File: src/rtl/msi_group_irq.sv
module msi_group_irq #(
  parameter int NUM_GRP  = 8,
  parameter int GRP_BITS = 4,
  parameter int AW       = 12,
  parameter int DW       = 32,
  parameter int EOI_BASE = 4
) (
  input  logic                         clk,
  input  logic                         rst_n,
  input  logic                         bus_we,
  input  logic [AW-1:0]                bus_addr,
  input  logic [DW-1:0]                bus_wdata,
  output logic [DW-1:0]                bus_rdata,
  input  logic                         msi_valid,
  input  logic [$clog2(NUM_GRP*GRP_BITS)-1:0] msi_vec,
  output logic [NUM_GRP-1:0]           irq_o
);
  localparam int NVEC = NUM_GRP * GRP_BITS;
  localparam int VW   = $clog2(NVEC);
  localparam int GW   = $clog2(NUM_GRP);
  localparam logic [AW-1:0] A_EOI  = AW'('h050);
  localparam logic [AW-1:0] A_MSI  = AW'('h054);
  localparam logic [AW-1:0] A_GRP  = AW'('h100);
  localparam logic [3:0]    S_STAT = 4'h4;
  localparam logic [3:0]    S_SET  = 4'h8;
  localparam logic [3:0]    S_CLR  = 4'hC;

  logic [NVEC-1:0]    pend_q, en_q, msi_set, w1c, ens, enc;
  logic [NUM_GRP-1:0] armed, active, fire, eoi_hit, irq_q;

  wire              in_grp  = bus_addr[AW-1:GW+4] == A_GRP[AW-1:GW+4];
  wire [GW-1:0]     sel     = bus_addr[GW+3:4];
  wire [3:0]        sub     = bus_addr[3:0];
  wire              msi_reg = bus_we && bus_addr == A_MSI;
  wire [VW-1:0]     reg_vec = bus_wdata[VW-1:0];

  function automatic int vidx(input logic [VW-1:0] v);
    return int'(v[GW-1:0]) * GRP_BITS + int'(v[VW-1:GW]);
  endfunction

  always_comb begin
    msi_set = '0;
    if (msi_valid) msi_set[vidx(msi_vec)] = 1'b1;
    if (msi_reg)   msi_set[vidx(reg_vec)] = 1'b1;
  end

  genvar g;
  generate
    for (g = 0; g < NUM_GRP; g++) begin : grp
      wire hit = bus_we && in_grp && sel == GW'(g);
      assign w1c[g*GRP_BITS +: GRP_BITS] = (hit && sub == S_STAT) ? bus_wdata[GRP_BITS-1:0] : '0;
      assign ens[g*GRP_BITS +: GRP_BITS] = (hit && sub == S_SET)  ? bus_wdata[GRP_BITS-1:0] : '0;
      assign enc[g*GRP_BITS +: GRP_BITS] = (hit && sub == S_CLR)  ? bus_wdata[GRP_BITS-1:0] : '0;
      assign eoi_hit[g] = bus_we && bus_addr == A_EOI && bus_wdata == DW'(g + EOI_BASE);
      assign active[g]  = |(pend_q[g*GRP_BITS +: GRP_BITS] & en_q[g*GRP_BITS +: GRP_BITS]);

      p_irq_needs_enabled_r9: assert property (@(posedge clk) disable iff (!rst_n)
        irq_o[g] |-> $past(|(pend_q[g*GRP_BITS +: GRP_BITS] & en_q[g*GRP_BITS +: GRP_BITS])));
      p_single_pulse_r7: assert property (@(posedge clk) disable iff (!rst_n)
        irq_o[g] && !$past(eoi_hit[g]) |=> !irq_o[g]);
    end
  endgenerate

  assign fire = armed & active;

  always_ff @(posedge clk) begin
    if (!rst_n) begin
      pend_q <= '0;
      en_q   <= '0;
      armed  <= '1;
      irq_q  <= '0;
    end else begin
      pend_q <= (pend_q & ~w1c) | msi_set;
      en_q   <= (en_q | ens) & ~enc;
      armed  <= eoi_hit | (armed & ~fire);
      irq_q  <= fire;
    end
  end

  assign irq_o = irq_q;

  always_comb begin
    bus_rdata = '0;
    if (in_grp) begin
      if (sub == S_STAT)
        bus_rdata[GRP_BITS-1:0] = pend_q[int'(sel)*GRP_BITS +: GRP_BITS];
      else if (sub == S_SET || sub == S_CLR)
        bus_rdata[GRP_BITS-1:0] = en_q[int'(sel)*GRP_BITS +: GRP_BITS];
    end
  end

  p_msi_sets_r3: assert property (@(posedge clk) disable iff (!rst_n)
    msi_valid |=> pend_q[$past(vidx(msi_vec))]);

  genvar b;
  generate
    for (b = 0; b < NVEC; b++) begin : bitchk
      p_enable_set_r4: assert property (@(posedge clk) disable iff (!rst_n)
        ens[b] |=> en_q[b]);
      p_w1c_clears_r5: assert property (@(posedge clk) disable iff (!rst_n)
        w1c[b] && !msi_set[b] |=> !pend_q[b]);
      p_msi_beats_clear_r6: assert property (@(posedge clk) disable iff (!rst_n)
        w1c[b] && msi_set[b] |=> pend_q[b]);
    end
  endgenerate
endmodule

File: config.mk
export PLATFORM = sky130hd
export DESIGN_NAME = msi_group_irq
export DESIGN_NICKNAME = d
export VERILOG_FILES = /design/src/rtl/msi_group_irq.sv
export SDC_FILE = /design/constraint.sdc
export NUM_CORES = 1
export LEC_CHECK = 0
export ABC_CLOCK_PERIOD_IN_PS = 2700
export BUFFER_PORTS_ARGS = -buffer_cell sky130_fd_sc_hd__clkbuf_2
export CAP_MARGIN = 20
export CORE_MARGIN = 3
export CORE_UTILIZATION = 30
export CTS_BUF_LIST = sky130_fd_sc_hd__clkbuf_2 sky130_fd_sc_hd__clkbuf_4 sky130_fd_sc_hd__clkbuf_8
export CTS_CLUSTER_SIZE = 30
export DETAILED_ROUTE_END_ITERATION = 10
export GPL_ROUTABILITY_DRIVEN = 0
export GPL_TIMING_DRIVEN = 0
export SETUP_SLACK_MARGIN = 0.4
export SYNTH_ARGS = -nofsm -noshare
export SYNTH_HDL_FRONTEND = slang
export SYNTH_SLANG_ARGS = --single-unit
export TNS_END_PERCENT = 5
File: constraint.sdc
create_clock -name clk -period 2.7 [get_ports clk]
set_clock_uncertainty 0.1 [all_clocks]
set_input_delay 0 -clock clk [delete_from_list [all_inputs] [get_ports clk]]
set_output_delay 0 -clock clk [all_outputs]
set_load 0.1 [all_outputs]
==> results of run 1 <==
==> worst max path at each step <==
| stage | startpoint | end | slack, ps | cells past startpoint |
|---|---|---|---|---|
| after detailed placement | bus_addr[4] | bus_rdata[1] | 740 | 8 |
| after global routing | pend_q[24] | bus_rdata[0] | 520 | 5 |
| after global placement | bus_addr[4] | bus_rdata[1] | 770 | 8 |
| final | pend_q[30] | bus_rdata[2] | 580 | 5 |
| after CTS | pend_q[30] | bus_rdata[2] | 600 | 5 |
| after floorplan | bus_addr[7] | bus_rdata[0] | 310 | 6 |
==> per-stage QoR <==
stage	setup slack, ps	cell area, sq um
CTS	597.7	5446
floorplan	314.0	4608
global placement	768.4	5154
detailed placement	742.0	5154
global route	523.9	5446
finish	583.4	5446
==> critical path: cells and delay by family, from the launching register on <==
family | cells | cell delay (ps)
flip-flops | 1 | 350
buffers and inverters | 1 | 400
AND/OR/NAND/NOR | 2 | 300
multiplexers | 1 | 480
AO/OA/AOI/OAI | 1 | 130
==> timing repair <==
| item | in CTS | in global routing |
|---|---|---|
| hold buffers | 9 | 0 |
| resized for setup | 0 | 0 |
| endpoints found under the hold margin | 23 | 0 |
==> flip-flops by register name, indices dropped and copies added, names as in the netlist <==
name / cells
armed: 8
en_q: 32
irq_o: 8
pend_q: 32
==> power by group <==
part / internal, W / switching (W) / total, W / leakage, nW
sequential: 0.00119 / 0.00000703 / 0.00119 / 0.645
clock: 0.000456 / 0.000470 / 0.000926 / 0.103
combinational: 0.000117 / 0.000321 / 0.000438 / 1.28
total: 0.00176 / 0.000798 / 0.00256 / 2.03
==> cells in the mapped netlist, drive strengths merged <==
cell type	count	area, sq um
nor2b	14	87.58
and2b	1	7.510
o21ai	12	60.06
and4	6	52.55
and3b	4	35.03
nand3b	1	7.510
conb	1	3.750
buf	50	354.1
mux4	16	360.4
nand3	6	30.03
nand4b	3	56.31
nand2	49	183.9
dfxtp	80	1602
and4b	1	10.01
nor4b	1	23.77
and2	11	68.82
a21oi	40	200.2
o22ai	4	25.02
clkbuf	20	76.32
nor2	18	67.56
and3	1	6.260
nand4	14	93.84
mux2i	4	40.04
a22o	8	70.07
nand2b	4	25.02
nor3	6	35.03
inv	2	7.510
a311oi	28	245.2
nand4bb	1	11.26
or3	4	25.02
a221oi	8	70.07
nor4	6	37.54
nor3b	4	41.29
o211ai	64	480.5
==> cells by family after synthesis <==
group                  after synthesis
multiplexers                        20
AND/OR/NAND/NOR                    155
buffers and inverters               72
other                                1
flip-flops                          80
AO/OA/AOI/OAI                      164
==> layout by cell type (no fill, tap or decap), types with 2 or more instances in the layout <==
| master | n |
|---|---|
| nor4_1 | 6 |
| nand3_1 | 6 |
| nand2_1 | 49 |
| inv_6 | 2 |
| clkbuf_8 | 10 |
| clkbuf_1 | 19 |
| buf_4 | 35 |
| dlygate4sd3_1 | 9 |
| or3_1 | 4 |
| and2_1 | 11 |
| buf_6 | 3 |
| buf_1 | 2 |
| a221oi_1 | 8 |
| clkinv_2 | 2 |
| and3b_1 | 4 |
| inv_1 | 2 |
| nor2b_1 | 14 |
| nand4_1 | 13 |
| nand2b_1 | 4 |
| nor2_1 | 18 |
| mux4_2 | 16 |
| a311oi_1 | 28 |
| o21ai_0 | 12 |
| a22o_1 | 8 |
| mux2i_1 | 4 |
| nor3b_1 | 3 |
| o211ai_1 | 64 |
| o22ai_1 | 3 |
| dfxtp_1 | 80 |
| buf_2 | 10 |
| nand4b_4 | 2 |
| a21oi_1 | 40 |
| and4_1 | 6 |
| conb_1 | 28 |
| nor3_1 | 5 |
| clkbuf_2 | 64 |
==> layer usage <==
layer	track usage [%]	vias up
met5	0	-
met4	8.052	0
met3	2.283	29
met2	28.04	187
met1	25.57	2109
li1	-	2073
==> area by class of cell <==
cell class	instances	area [sq um]
Fill cell	1470	9143
Multi-Input combinational cell	367	2569
Sequential cell	80	1602
Buffer	70	430.4
Timing Repair Buffer	72	405.4
Tap cell	184	230.2
Clock buffer	10	137.6
Clock inverter	6	65.06
Inverter	2	7.507
==> flow_metrics.tcl, run 1 <==
set metrics [dict create \
    io_pins 93 \
    fin_util_pct 37.33 \
    yosys.area_share.adder_pct 0 \
    place_hpwl_um 11340 \
    antenna_found_initial 0 \
    yosys_warnings 0 \
    place.port_buffers 63 \
    synthXorXnorAreaFrac_pct 0 \
    netlist_instances 492 \
    crit_type "register to output pin" \
    layoutNonFillerInstCount 791 \
    fin_hold_ws_ps 51.16 \
    r2r-end "armed[6]" \
    critPathArrivalTime_ps 2020 \
    fin_tns_setup_ps 0 \
    drive_gt1_share_pct 24.88 \
    cts_tree "built" \
    slowest_delay_ps 480 \
    maxUsedRoutingLayer "met4" \
    dr_total_vias 4398 \
    ys_seq_area_share_pct 35.59 \
    worstPathMaxFanout 3 \
    finalNetCount 655 \
    synth_area_sq_mm 0.004501 \
    cp-start-kind "register" \
    clk_pin_slew_worst_paths_ps 90 \
    gr-total-overflow 0 \
    start_util_pct 30.85 \
    muxShareOfSynthArea_pct 8.896 \
    grt_use_total_pct 18.21 \
    core-area_sq_mm 0.01459 \
    grt_max_degree 15 \
    die_area_sq_mm 0.01651 \
    report.final.setup_viol 0 \
    synth_compound_area_share_pct 25.58 \
    crit_path_top_delay_cell "mux4_2" \
    post-place-cells 766 \
    min_period_ps 2117 \
    ir_drop_uv 208.1 \
    n_antenna_cell 0 \
    total_power_w 0.002556 \
    cts_sinks 80 \
    drtIter0Drc 430 \
    cp-end-kind "output pin" \
    fmax_ghz 0.4724 \
    rows 44 \
    fin_crit_sh_pct 78.39 \
    powerDensity_mw_per_mm2 469.3 \
    status "finished, final reports clean" \
    wl_met2_um 6688 \
    firstDrtPassIters 4 \
    wl_met1_um 6687 \
    h-tree-depth 3 \
    crit_chain "mux4_2 > and2_1 > nor2_1 > o22ai_1 > clkbuf_2" \
    wirelength_um 14730 \
    synth-seq-cells 80 \
    die_x_um 128.5 \
    rsz0062_at_grt "false" \
    area_growth_pct 21.02 \
    whs_path_depth 4 \
    hold_path_class "input pin to register" \
    leakage_nw 2.029 \
    wl_per_cell_um 18.63 \
    grt_pass1_wl_um 23490 \
    cts_inserted_buffers 9 \
    drt-vias-per-instance 5.560 \
    clock_tree.buffer_depth 2 \
    cts_setup_buffers 0 \
    cp_data_required_time_ps 2600 \
    hold_path_end "en_q[10]" \
    syn_area_per_cell_sq_um 9.147 \
    routed-wl-met3_um 883 \
    r2r-start "pend_q[26]" \
    ant_nets 0 \
    r2r.worst_path.cells 4 \
    final-hold-violation-count 0 \
    clockRootBuffer "clkbuf_8" \
    grt_pass1_vias 4351 \
    synth-simple-area-share_pct 20.13 \
    ff2ff_setup_slack_ps 1210 \
    hp-start "bus_wdata[2]" \
    yosys.cell_types.count 42 \
    die_h_um 128.5 \
    worstMarginPinSlew_ps 1059 \
    max_cap_violations 0 \
    slew_viol_final 0 \
    drc 0 \
    synth_top_family_by_area "compound AO/OA/AOI/OAI gates" \
    insertion_delay_ps 370 \
    relSlewSlack_pct 28.87 \
]
Power figures use the tool's default switching activity.
==> run 2, diff against run 1 <==
--- a/config.mk
+++ b/config.mk
@@ -5,7 +5,7 @@
 export SDC_FILE = /design/constraint.sdc
 export NUM_CORES = 1
 export LEC_CHECK = 0
-export ABC_CLOCK_PERIOD_IN_PS = 2700
+export ABC_CLOCK_PERIOD_IN_PS = 2009
 export BUFFER_PORTS_ARGS = -buffer_cell sky130_fd_sc_hd__clkbuf_2
 export CAP_MARGIN = 20
 export CORE_MARGIN = 3
==> constraint.sdc (replaced) <==
create_clock -name clk -period 2.01 [get_ports clk]
set_clock_uncertainty 0.1 [all_clocks]
set_input_delay 0 -clock clk [delete_from_list [all_inputs] [get_ports clk]]
set_output_delay 0 -clock clk [all_outputs]
set_load 0.1 [all_outputs]
==> run 2 against run 1 <==
  * Worst hold slack worse by 8.1 ps
  * Core utilization up 0.82 points
  * Critical path depth unchanged
  * Sequential share of layout area down 0.32 points
  * Die area unchanged
  * First-iteration DRC count up 37%
  * Setup slack worse by 470 ps
  * Largest power group unchanged
==> flow_metrics.tcl, run 2 (synthesized netlist as in run 1, its figures left out) <==
set metrics [dict create \
    status "finished, final reports clean" \
    cp-end-kind "output pin" \
    relSlewSlack_pct 28.58 \
    rsz0062_at_grt "true" \
    crit_start "pend_q[23]" \
    area_growth_pct 23.69 \
    die_h_um 128.5 \
    clk_pin_slew_worst_paths_ps 90 \
    fin_crit_sh_pct 94.16 \
    antenna_found_initial 0 \
    cts_tree "built" \
    gr-total-overflow 0 \
    powerDensity_mw_per_mm2 605.5 \
    r2r-end "armed[7]" \
    core-area_sq_mm 0.01459 \
    drc 0 \
    ant_nets 0 \
    drt-vias-per-instance 5.618 \
    dr_total_vias 4455 \
    place_hpwl_um 11300 \
    n_antenna_cell 0 \
    worstPathMaxFanout 3 \
    drive_gt1_share_pct 28.90 \
    final_cell_mix "66 x dfxtp_1, 64 x o211ai_1, 60 x clkbuf_2" \
    leakage_nw 2.063 \
    die_x_um 128.5 \
    grt_pass1_vias 4280 \
    cts_inserted_buffers 9 \
    ff2ff_setup_slack_ps 550 \
    insertion_delay_ps 370 \
    firstDrtPassIters 5 \
    place.port_buffers 63 \
    fin_tns_setup_ps 0 \
    grt_max_degree 14 \
    clock_tree.buffer_depth 2 \
    reg_top3 "en_q x32, pend_q x32" \
    cp_data_required_time_ps 1910 \
    start_util_pct 30.85 \
    wl_per_cell_um 18.61 \
    wirelength_um 14760 \
    critPathArrivalTime_ps 1790 \
    fin_hold_ws_ps 43.11 \
    whs_path_depth 3 \
    die_area_sq_mm 0.01651 \
    rows 44 \
    crit_type "register to output pin" \
    report.final.setup_viol 0 \
    total_power_w 0.003371 \
    cts_sinks 80 \
    io_pins 93 \
    final-hold-violation-count 0 \
    cp-start-kind "register" \
    fmax_ghz 0.5284 \
    grt_use_total_pct 18.02 \
    r2r-start "pend_q[30]" \
    endpoint "bus_rdata[3]" \
    slew_viol_final 0 \
    r2r.worst_path.cells 4 \
    max_cap_violations 0 \
    h-tree-depth 3 \
    clockRootBuffer "clkbuf_8" \
    drtIter0Drc 587 \
    worstMarginPinSlew_ps 1063 \
    finalNetCount 657 \
    final_common_cell "dfxtp_1" \
    min_period_ps 1893 \
    grt_pass1_wl_um 23250 \
    ir_drop_uv 287.4 \
    hold_path_class "input pin to register" \
]
-- run 2: cell types whose count changed in the layout (fill, tap and decap cells not counted), moves of 2 or more --
cell           before  now
dfxtp_1            80   66
buf_4              35   39
inv_6               2    0
buf_12              0    2
o22ai_2             1    4
nor2_2              0    2
clkbuf_2           64   60
dlygate4sd3_1       9    7
nor2_1             18   15
o22ai_1             3    0
clkbuf_16           0    2
dfxtp_2             0   14
-- run 2: report_power, final --
| group | switching (W) | internal (W) |
|---|---|---|
| Clock | 0.000599 | 0.000581 |
| Combinational | 0.000432 | 0.000157 |
| Sequential | 0.00000942 | 0.00159 |
| Total | 0.00104 | 0.00233 |
-- run 2: worst max-delay path, stage by stage (launching register included) --
cell and delay (ps):
dfxtp_1 360, mux4_2 460, and2_1 180, nor2_2 100
o22ai_2 90, clkbuf_16 220
-- run 2: per-layer routing --
layer	up-vias	global-route usage [%]	wire length, um
li1	2075	-	-
met1	2129	24.47	6218
met2	219	28.10	6808
met3	32	3.611	1259
met4	0	7.241	473
met5	-	0	0
-- run 2: through the flow --
step	instances	util [%]	instance area [sq um]	setup WS, ps
after CTS	793	37.90	5529	94.29
final	793	38.16	5567	117.3
after global placement	766	35.45	5172	73.39
after detailed placement	766	35.45	5172	67.11
after global routing	793	38.16	5567	59.76
after floorplan	519	-	4627	229.4
-- run 2: worst min-delay path by stage --
stage,from,endpoint,slack [ps]
final,bus_wdata[4],pend_q[13],40
after global routing,bus_wdata[4],pend_q[29],50
after CTS,bus_wdata[4],pend_q[29],20
after detailed placement,armed[5],irq_o[5],320
after global placement,armed[5],irq_o[5],320
after floorplan,bus_addr[2],en_q[30],80
-- run 2: repair_timing --
item                                    CTS  global route
endpoints found under the setup margin    4            20
pin swaps                                 4             2
gates resized for setup                  16            17
hold endpoints to repair                 22             0
hold buffers                              7             0
setup buffers                             4             0
-- run 2: cell type report --
cell class                      count  area, sq um
Timing Repair Buffer               74        485.5
Multi-Input combinational cell    367         2603
Clock buffer                       10        131.4
Tap cell                          184        230.2
Inverter                            2        7.507
Fill cell                        1456         9022
Buffer                             70        430.4
Clock inverter                      6        60.06
Sequential cell                    80         1619
==> run 3, diff against run 2 <==
--- a/config.mk
+++ b/config.mk
@@ -5,6 +5,7 @@
 export SDC_FILE = /design/constraint.sdc
 export NUM_CORES = 1
 export LEC_CHECK = 0
+export ABC_AREA = 1
 export ABC_CLOCK_PERIOD_IN_PS = 2009
 export BUFFER_PORTS_ARGS = -buffer_cell sky130_fd_sc_hd__clkbuf_2
 export CAP_MARGIN = 20
==> run 3 against run 2 <==
  * Cell count up 61%
  * Sequential cell count unchanged
  * Count of clock-buffer cells in the layout rose by 4
  * Register-to-register slack better by 180 ps
  * Synthesized cell count grew 89%
  * Via count rose by 37%
  * Sequential power hardly changed
==> flow_metrics.tcl, run 3 <==
set metrics [dict create \
    drt-vias-per-instance 4.795 \
    dpl_cell_area_sq_mm 0.006097 \
    drtIter0Drc 486 \
    final-hold-violation-count 0 \
    max_cap_violations 0 \
    wl_met2_um 8392 \
    multi_input_area_sq_mm 0.003266 \
    yosys.cell_types.count 25 \
    place_hpwl_um 14660 \
    antenna_found_initial 0 \
    synth-seq-cells 80 \
    fmax_ghz 0.5878 \
    drive_gt1_share_pct 21.50 \
    ff_latch_area_sq_mm 0.001648 \
    synth_top_area_cell "dfxtp_1" \
    r2r.worst_path.cells 5 \
    async_flop_share_pct 0 \
    synth_compound_area_share_pct 4.899 \
    synthTopCellsByCount "292 x nand2_1, 227 x nor2_1, 80 x dfxtp_1, 70 x nand3_1, 56 x inv_1" \
    synth_top_area_share_pct 29.72 \
    reg_top3 "en_q x32, pend_q x32" \
    netlist_instances 931 \
    core-area_sq_mm 0.01742 \
    fin_crit_sh_pct 84.64 \
    cts_sinks 80 \
    wirelength_um 18770 \
    crit_type "register to output pin" \
    ys.flop_type "dfxtp_1" \
    place.port_buffers 62 \
    netSwitchingFraction_pct 31.90 \
    fin_util_pct 37.86 \
    cts_inserted_buffers 9 \
    muxShareOfSynthArea_pct 0 \
    worstPathMaxFanout 3 \
    rsz0062_at_grt "true" \
    gr-total-overflow 0 \
    finalNetCount 1099 \
    insertion_delay_ps 370 \
    wl_per_cell_um 14.71 \
    final_cell_mix "289 x nand2_1, 223 x nor2_1, 69 x nand3_1" \
    clockPowerShare_pct 36.6 \
    critPathArrivalTime_ps 1600 \
    final_cell_area_sq_mm 0.006594 \
    relSlewSlack_pct 36.40 \
    whs_path_depth 5 \
    grt_pass1_vias 5387 \
    clockRootBuffer "clkbuf_8" \
    fin_hold_ws_ps 6.990 \
    grt_max_degree 13 \
    grt_pass1_wl_um 28770 \
    layoutNonFillerInstCount 1276 \
    rows 48 \
    hold_path_class "input pin to register" \
    yosys.area_share.adder_pct 0 \
    area_growth_pct 22.36 \
    worstMarginPinSlew_ps 946.7 \
    ir_drop_uv 271.3 \
    synth-simple-area-share_pct 53.10 \
    die_x_um 140.0 \
    cp-start-kind "register" \
    final_common_cell "nand2_1" \
    slew_viol_final 0 \
    p_int_w 0.002478 \
    yosys.cell_count.top_type "nand2_1" \
    fillers 1947 \
    dr_total_vias 6119 \
    synthXorXnorAreaFrac_pct 0 \
    wl_met1_um 8350 \
    firstDrtPassIters 6 \
    maxUsedRoutingLayer "met4" \
    die_h_um 140.0 \
    h-tree-depth 3 \
    synth_top_family_by_area "simple AND/OR/NAND/NOR gates" \
    synth_edf_count 0 \
    ant_nets 0 \
    start_util_pct 30.94 \
    cp_data_required_time_ps 1910 \
    io_pins 93 \
    n_antenna_cell 0 \
    p_switching_w 0.001161 \
    clock_tree.buffer_depth 2 \
    syn_area_per_cell_sq_um 5.788 \
    post-place-cells 1245 \
    clk_pin_slew_worst_paths_ps 80 \
    status "finished, final reports clean" \
    synth_area_leaders "dfxtp_1 30%, nand2_1 20%, nor2_1 16%" \
    powerDensity_mw_per_mm2 551.8 \
    drc 0 \
    fin_tns_setup_ps 0 \
    ys_seq_area_share_pct 29.72 \
    leakage_nw 2.922 \
    routed-wl-met3_um 1534 \
    min_period_ps 1701 \
    pwr-share-seq_pct 44.0 \
    comb_power_share_pct 19.5 \
    grt_use_total_pct 18.59 \
    report.final.setup_viol 0 \
    yosys_warnings 0 \
    cts_tree "built" \
    die_area_sq_mm 0.01961 \
    synth_area_sq_mm 0.005389 \
    cp-end-kind "output pin" \
]
[run 3: cell types whose count changed in the layout (fill, tap and decap cells not counted), moves of 24 or more]
cell / change
nand2_1: +240
nor2_1: +208
o211ai_1: -64
nand3_1: +63
inv_1: +53
a311oi_1: -28
nand4_1: +24
[run 3: repair_timing]
item,4_1_cts,5_1_grt
hold buffers,6,0
setup endpoints to repair,4,8
buffers inserted,8,1
endpoints found under the hold margin,5,0
gates resized for setup,56,3
pin swaps,6,4
[run 3: cell families (layout without fill, tap and decap cells)]
family | Yosys count | after routing
flip-flops | 80 | 80
other | 1 | 28
AO/OA/AOI/OAI | 49 | 49
buffers and inverters | 131 | 224
AND/OR/NAND/NOR | 670 | 670
[run 3: through the flow]
step	setup slack [ps]	power, W
final	308.8	0.003639
after global routing	220.7	0.003755
after CTS	353.3	0.003635
after detailed placement	108.1	0.002328
after global placement	131.0	0.002326
after floorplan	350.1	0.002157
[run 3: worst paths after layout]
path	slack (ps)	from	to
worst max-delay path	310	pend_q[11]	bus_rdata[3]
worst min-delay path	7	bus_we	armed[4]
worst max register to register	730	pend_q[19]	armed[4]
worst min register to register	330	armed[7]	irq_o[7]
[run 3: metal layers]
metal  track usage [%]  up-vias
met3             2.219       30
met1             25.72     2709
met4             6.629        0
met2             29.91      264
met5                 0        -
li1                  -     3116
[run 3: power by group through the flow]
stage	Sequential [W]	Combinational, W	Clock (W)
2_1_floorplan	0.00163	0.000524	0
3_3_place_gp	0.00164	0.000689	0
3_5_place_dp	0.00164	0.000691	0
4_1_cts	0.00160	0.000701	0.00133
5_1_grt	0.00160	0.000755	0.00140
6_report	0.00160	0.000708	0.00133
[run 3: area by class of cell]
class                           count  area share [%]
Buffer                             70           6.509
Clock buffer                       14           2.827
Clock inverter                      2          0.5313
Inverter                           61           3.491
Multi-Input combinational cell    747           49.53
Sequential cell                    80           24.99
Tap cell                          225           4.269
Timing Repair Buffer               77           7.856
[run 3: worst max-delay path, cell delays in order, from the launching register on]
cell and delay [ps]:
dfxtp_1 390, nor2_1 70, nor2_1 90, nand3_1 80, nand3_1 100, nand2_1 100, nor2_2 180, clkbuf_16 220
